## config.mk

```make
export PLATFORM = sky130hd
export DESIGN_NAME = can_rx_queue
export DESIGN_NICKNAME = d
export VERILOG_FILES = /design/src/rtl/rxq_pkg.sv /design/src/rtl/rxq_accept.sv /design/src/rtl/rxq_ctrl.sv /design/src/rtl/rxq_store.sv /design/src/rtl/can_rx_queue.sv
export SDC_FILE = /design/constraint.sdc
export NUM_CORES = 2
export LEC_CHECK = 0
export BUFFER_PORTS_ARGS = -buffer_cell sky130_fd_sc_hd__buf_2
export CAP_MARGIN = 20
export CORE_ASPECT_RATIO = 0.75
export CORE_MARGIN = 2
export CORE_UTILIZATION = 55
export DETAILED_ROUTE_END_ITERATION = 7
export GPL_TIMING_DRIVEN = 0
export PLACE_DENSITY = 0.75
export SKIP_CTS_REPAIR_TIMING = 1
export SLEW_MARGIN = 10
export SYNTH_ARGS = -nofsm -noshare
export SYNTH_HDL_FRONTEND = slang
export SYNTH_SLANG_ARGS = --single-unit
```

## constraint.sdc

```tcl
create_clock -name clk -period 9.2 [get_ports clk]
set_input_delay 0.92 -clock clk [delete_from_list [all_inputs] [get_ports clk]]
set_output_delay 0.92 -clock clk [all_outputs]
set_load 0.005 [all_outputs]
```

## src/rtl/rxq_pkg.sv

```systemverilog
// Shared widths and the frame record for the filtered receive queue.
// Assumes standard-format and extended identifiers share one 29-bit field.
package rxq_pkg;
    localparam int ID_W   = 29;
    localparam int DLC_W  = 4;
    localparam int DATA_W = 64;

    typedef struct packed {
        logic [ID_W-1:0]   id;
        logic [DLC_W-1:0]  dlc;
        logic [DATA_W-1:0] data;
    } rxq_frame_t;

    localparam int FRAME_W = $bits(rxq_frame_t);
endpackage

```

## src/rtl/rxq_accept.sv

```systemverilog
// Acceptance decision: keeps an offered frame when any enabled filter hit,
// or when no filter is enabled at all. Purely combinational.
// Assumes hit and enable bits are valid in the same cycle as wr_valid.
module rxq_accept #(
    parameter int NUM_FILT = 4
) (
    input  logic                wr_valid,
    input  logic [NUM_FILT-1:0] filt_hit,
    input  logic [NUM_FILT-1:0] filt_en,
    output logic                keep
);
    logic [NUM_FILT-1:0] pass_vec;

    // One pass bit per filter: enabled and matched
    for (genvar g = 0; g < NUM_FILT; g++) begin : g_filt
        assign pass_vec[g] = filt_hit[g] & filt_en[g];
    end

    // Keep on any pass, or on everything when all filters are off
    always_comb begin
        keep = wr_valid && ((filt_en == '0) || (pass_vec != '0));
    end
endmodule

```

## src/rtl/rxq_ctrl.sv

```systemverilog
// Position and occupancy control for the receive queue. Decides push, pop,
// overflow and underflow for each cycle and registers the event pulses.
// Assumes DEPTH between 1 and 64; positions wrap at DEPTH, not at a power of 2.
module rxq_ctrl #(
    parameter int DEPTH = 16,
    localparam int AW   = (DEPTH > 1) ? $clog2(DEPTH) : 1,
    localparam int CW   = $clog2(DEPTH + 1)
) (
    input  logic          clk,
    input  logic          rst_n,
    input  logic          keep,
    input  logic          rd_req,
    output logic          push,
    output logic          pop,
    output logic          under,
    output logic [AW-1:0] wr_pos,
    output logic [AW-1:0] rd_pos,
    output logic [CW-1:0] fill,
    output logic          not_empty,
    output logic          evt_rxok,
    output logic          evt_ovfl,
    output logic          evt_unfl
);
    logic full, empty, drop;

    // Next position with wrap at DEPTH-1
    function automatic logic [AW-1:0] bump(input logic [AW-1:0] p);
        return (p == AW'(DEPTH - 1)) ? '0 : p + 1'b1;
    endfunction

    // Per-cycle decisions from the current occupancy
    always_comb begin
        full  = (fill == CW'(DEPTH));
        empty = (fill == '0);
        pop   = rd_req && !empty;
        under = rd_req && empty;
        push  = keep && (!full || pop);
        drop  = keep && full && !pop;
    end

    // Positions and occupancy counter
    always_ff @(posedge clk) begin
        if (!rst_n) begin
            wr_pos <= '0;
            rd_pos <= '0;
            fill   <= '0;
        end else begin
            if (push) wr_pos <= bump(wr_pos);
            if (pop)  rd_pos <= bump(rd_pos);
            case ({push, pop})
                2'b10:   fill <= fill + 1'b1;
                2'b01:   fill <= fill - 1'b1;
                default: fill <= fill;
            endcase
        end
    end

    // Registered one-cycle event pulses
    always_ff @(posedge clk) begin
        if (!rst_n) begin
            evt_rxok <= 1'b0;
            evt_ovfl <= 1'b0;
            evt_unfl <= 1'b0;
        end else begin
            evt_rxok <= push;
            evt_ovfl <= drop;
            evt_unfl <= under;
        end
    end

    // Occupancy level flag
    always_comb begin
        not_empty = (fill != '0);
    end
endmodule

```

## src/rtl/rxq_store.sv

```systemverilog
// Frame storage array with one write port and a registered read port.
// An underflow read loads an all-zero record. Storage itself is not reset.
module rxq_store #(
    parameter int DEPTH = 16,
    parameter int W     = 97,
    localparam int AW   = (DEPTH > 1) ? $clog2(DEPTH) : 1
) (
    input  logic          clk,
    input  logic          rst_n,
    input  logic          we,
    input  logic [AW-1:0] waddr,
    input  logic [W-1:0]  wdata,
    input  logic          re,
    input  logic          under,
    input  logic [AW-1:0] raddr,
    output logic [W-1:0]  rdata,
    output logic          rvalid
);
    logic [W-1:0] mem [DEPTH];

    // Write an accepted frame into its slot
    always_ff @(posedge clk) begin
        if (we) mem[waddr] <= wdata;
    end

    // Read register: oldest frame, zeros on underflow, else hold
    always_ff @(posedge clk) begin
        if (!rst_n) begin
            rdata  <= '0;
            rvalid <= 1'b0;
        end else begin
            rvalid <= re;
            if (re)         rdata <= mem[raddr];
            else if (under) rdata <= '0;
        end
    end
endmodule

```

## src/rtl/can_rx_queue.sv

```systemverilog
// Top of the filtered receive queue: acceptance decision, control and
// storage. Frames enter word-parallel in one cycle and leave one per request.
// Assumes DEPTH between 1 and 64 and at least one filter.
module can_rx_queue
    import rxq_pkg::*;
#(
    parameter int DEPTH    = 16,
    parameter int NUM_FILT = 4,
    localparam int AW      = (DEPTH > 1) ? $clog2(DEPTH) : 1,
    localparam int CW      = $clog2(DEPTH + 1)
) (
    input  logic                clk,
    input  logic                rst_n,
    input  logic                wr_valid,
    input  logic [ID_W-1:0]     wr_id,
    input  logic [DLC_W-1:0]    wr_dlc,
    input  logic [DATA_W-1:0]   wr_data,
    input  logic [NUM_FILT-1:0] filt_hit,
    input  logic [NUM_FILT-1:0] filt_en,
    input  logic                rd_req,
    output logic                rd_valid,
    output logic [ID_W-1:0]     rd_id,
    output logic [DLC_W-1:0]    rd_dlc,
    output logic [DATA_W-1:0]   rd_data,
    output logic                not_empty,
    output logic                evt_rxok,
    output logic                evt_ovfl,
    output logic                evt_unfl
);
    logic          keep, push, pop, under;
    logic [AW-1:0] wr_pos, rd_pos;
    logic [CW-1:0] fill_cnt;
    rxq_frame_t    in_rec, out_rec;

    // Pack the offered frame into one record
    always_comb begin
        in_rec.id   = wr_id;
        in_rec.dlc  = wr_dlc;
        in_rec.data = wr_data;
    end

    rxq_accept #(.NUM_FILT(NUM_FILT)) u_accept (
        .wr_valid (wr_valid),
        .filt_hit (filt_hit),
        .filt_en  (filt_en),
        .keep     (keep)
    );

    rxq_ctrl #(.DEPTH(DEPTH)) u_ctrl (
        .clk       (clk),
        .rst_n     (rst_n),
        .keep      (keep),
        .rd_req    (rd_req),
        .push      (push),
        .pop       (pop),
        .under     (under),
        .wr_pos    (wr_pos),
        .rd_pos    (rd_pos),
        .fill      (fill_cnt),
        .not_empty (not_empty),
        .evt_rxok  (evt_rxok),
        .evt_ovfl  (evt_ovfl),
        .evt_unfl  (evt_unfl)
    );

    rxq_store #(.DEPTH(DEPTH), .W(FRAME_W)) u_store (
        .clk    (clk),
        .rst_n  (rst_n),
        .we     (push),
        .waddr  (wr_pos),
        .wdata  (in_rec),
        .re     (pop),
        .under  (under),
        .raddr  (rd_pos),
        .rdata  (out_rec),
        .rvalid (rd_valid)
    );

    // Unpack the read record onto the output fields
    always_comb begin
        rd_id   = out_rec.id;
        rd_dlc  = out_rec.dlc;
        rd_data = out_rec.data;
    end
endmodule

```

==> impl_metrics.ini <==
[finish]
layoutNonFillerInstCount = 4843
drive_gt1_frac = 0.294
final_util = 0.645
fillers = 6879
final_nets = 3302
area_delta_synth_final_pct = 16.1

[synthesis]
yosys.area_share.adder = 0.00193
syn-mean-instance-area_um2 = 22.9
synth_async_sr_flop_share = 0
synth_mux_area_frac = 0.157
netlist_area_um2 = 62100
synth_nets = 2835
synth_compound_area_frac = 0.0359
synthXorXnorAreaFrac = 0.000705
ys.flop_type = edfxtp_1
synth.distinct_cells = 38
yosysTopAreaCell = edfxtp_1
synth_edf_count = 1552
syn_inst = 2717
synth-seq-cells = 1670
seq_area_frac_synth = 0.788
yosys-top-cells-area = edfxtp_1 (75%), mux4_2 (14%), dfxtp_1 (3.8%)
ys_warn_count = 0
netlist.area_leader.share = 0.750
synthSimpleGateAreaFrac = 0.00532
synth_top_family_by_area = multiplexers

[pwr]
seqPwrFrac = 0.477
comb_power_share = 0.180
powerDensity_nw_per_um2 = 252
swShare = 0.249
p_int_mw = 13.6
switching_power_mw = 4.53
p_leak_nw = 22.5
finalPower_mw = 18.2
p_clk_frac = 0.343
peakVddDrop_uv = 203

[placement]
globalplace.congestion = 0.770
dpl.hpwl_mm = 93.5
place_ws_ns = 4.71
dp.cells = 4538
io_buffer_count = 210

[routing]
vias = 31072
drt_iter0_drc = 4416
drc = 0
vias_per_cell = 6.42
firstDrtPassIters = 5
top_layer = met5
totalWireLength_mm = 151
wl_met3_mm = 15.6
dr_wl_met2_mm = 74.3
wl_met1_mm = 56.4
final_antenna_net_count = 0
wl_per_cell_um = 31.2

[grt]
grt_pass1_wl_mm = 217
grt_util_all_layers = 0.263
grt_pass1_vias = 31897
grt_overflow = 0
antenna_found_initial = 29
grt_max_degree = 23

[floorplanning]
io_pins = 211
row_count = 106
core_region_area_um2 = 112000
start_util = 0.556
chipWidth_um = 392
die_h_um = 295
dieArea_um2 = 116000

[timing]
fmax_ghz = 0.239
hold_viol_final = 0
post-route-period-util = 0.455
clock_skew_ns = 0.0256
setup_violations = 0
rsz0062_at_grt = false
tightestPinTransition_ns = 1.23
setup_slack_ns = 5.01
max-slew-margin-rel = 0.182
fin_crit_ns = 4.19
drv_slew = 0

[setup_path]
slowest_stage = clkbuf_1
path_cells = clkbuf_1 > clkbuf_1 > clkbuf_1 > mux4_2 > mux2i_1 > o21ai_0 > a22o_1
end_kind = flip-flop
cp-start-kind = flip-flop
critical-path-top-delay-family = buffers and inverters
cpPeakStageDelay_ns = 0.89
arrival_ns = 4.89
critPathBufInv = 3
path_common_cell = clkbuf_1
cp_max_fo = 10
critPathKind = reg2reg
cp_data_required_time_ns = 9.90

[clocking]
clk_latency_ns = 0.76
numCtsBuffers = 154
clk_pin_slew_worst_paths_ns = 0.06
clock_path_buffers = 3
htreeDepth = 4
cts_tree = yes
cts.sinks = 1670
cts_root_buf = clkbuf_16

[status]
status = finished, final reports clean

[hold_path]
hold_path.class = in2reg

[job]
cap_violations = 0
cells by family (layout without fill, tap and decap cells):
group	count (synthesis)	after routing
AOI/OAI and AO/OA	315	315
xor gates and xnor gates	5	5
adders and majority gates	9	9
buffers and inverters	165	763
DFF	1670	1670
muxes	488	488
other	0	16
and+or+nand+nor	65	65
cell usage in the layout, fill, tap and decap left out, types with 25 or more instances in the layout:
cell       synthesis  routed
a22oi_1           99      99
clkbuf_1          91     134
buf_12             0      52
buf_2             38     248
mux2i_1           99      99
buf_8              0      30
clkbuf_16          0     160
dfxtp_1          118     118
edfxtp_1        1552    1552
buf_1             25      25
clkinv_1           0      33
o21ai_0          102     102
mux4_2           388     388
a22o_1            97      97
flip-flops by register name, summed over array words and instances, names as in the netlist, named ones only:
signal and flops:
u_store.rdata 97, u_ctrl.rd_pos 4, u_store.mem 1552, u_ctrl.evt_unfl 1, u_ctrl.wr_pos 4, u_ctrl.evt_rxok 1
u_store.rvalid 1, u_ctrl.fill 5, u_ctrl.evt_ovfl 1
worst reg2reg max path, cell delays in order (launching register included):
cell      delay, ns
dfxtp_1        0.34
clkbuf_1       0.71
clkbuf_1       0.89
clkbuf_1       0.79
mux4_2         0.36
mux2i_1        0.08
o21ai_0        0.72
a22o_1         0.23
Yosys cell counts, drive strengths merged, types with 2 or more instances:
cell / number
a21boi: 2
a21oi: 7
a22o: 97
a22oi: 99
a31oi: 2
and2: 6
and3: 2
buf: 67
clkbuf: 91
dfxtp: 118
edfxtp: 1552
ha: 8
inv: 7
mux2i: 100
mux4: 388
nand2: 15
nand2b: 4
nand3: 7
nor2: 15
nor2b: 6
nor3: 4
nor3b: 2
o21a: 2
o21ai: 102
or4: 2
xnor2: 5
final cells by class:
class	count	area (um2)	area share
antenna	16	40.0	0.000555
buffer	158	671	0.00929
clock buffer	209	4250	0.0589
clock inverter	78	662	0.00917
inverter	7	26.3	0.000364
multi-input combinational	882	12600	0.175
sequential	1670	49000	0.679
tap	1512	1890	0.0262
timing repair buffer	311	3050	0.0423
final timing paths:
path,depth (start not counted),from,to,slack (ns)
worst min-delay path,3,rd_req,u_ctrl.evt_unfl$_SDFF_PN0_,0.45
worst max-delay path,7,flip-flop,u_store.rdata[37]$_SDFFE_PN0P_,5.01
worst min register to register,1,u_store.rdata[1]$_SDFFE_PN0P_,u_store.rdata[1]$_SDFFE_PN0P_,0.48
worst max register to register,7,flip-flop,u_store.rdata[37]$_SDFFE_PN0P_,5.01
power by group through the flow:
stage / clock network (mW) / logic (mW) / registers [mW]
2_1_floorplan: 0 / 2.17 / 8.80
3_3_place_gp: 0 / 3.08 / 8.83
3_5_place_dp: 0 / 3.23 / 8.82
4_1_cts: 6.29 / 3.28 / 8.66
5_1_grt: 6.58 / 3.48 / 8.68
6_report: 6.23 / 3.26 / 8.66
metal layers:
layer,vias to the layer above,GRT usage
met1,16286,0.359
li1,12557,-
met3,315,0.0622
met5,-,0
met4,18,0.0972
met2,1896,0.421
through the flow:
stage | TNS [ns] | area, um2 | hold slack [ns]
floorplan | 0 | 62200 | 0.461
global placement | -3674.31 | 65100 | 0.462
detailed placement | 0 | 67200 | 0.459
CTS | 0 | 72100 | 0.408
global route | 0 | 72100 | 0.435
finish | 0 | 72200 | 0.452
(Power assumes the default switching activity.)
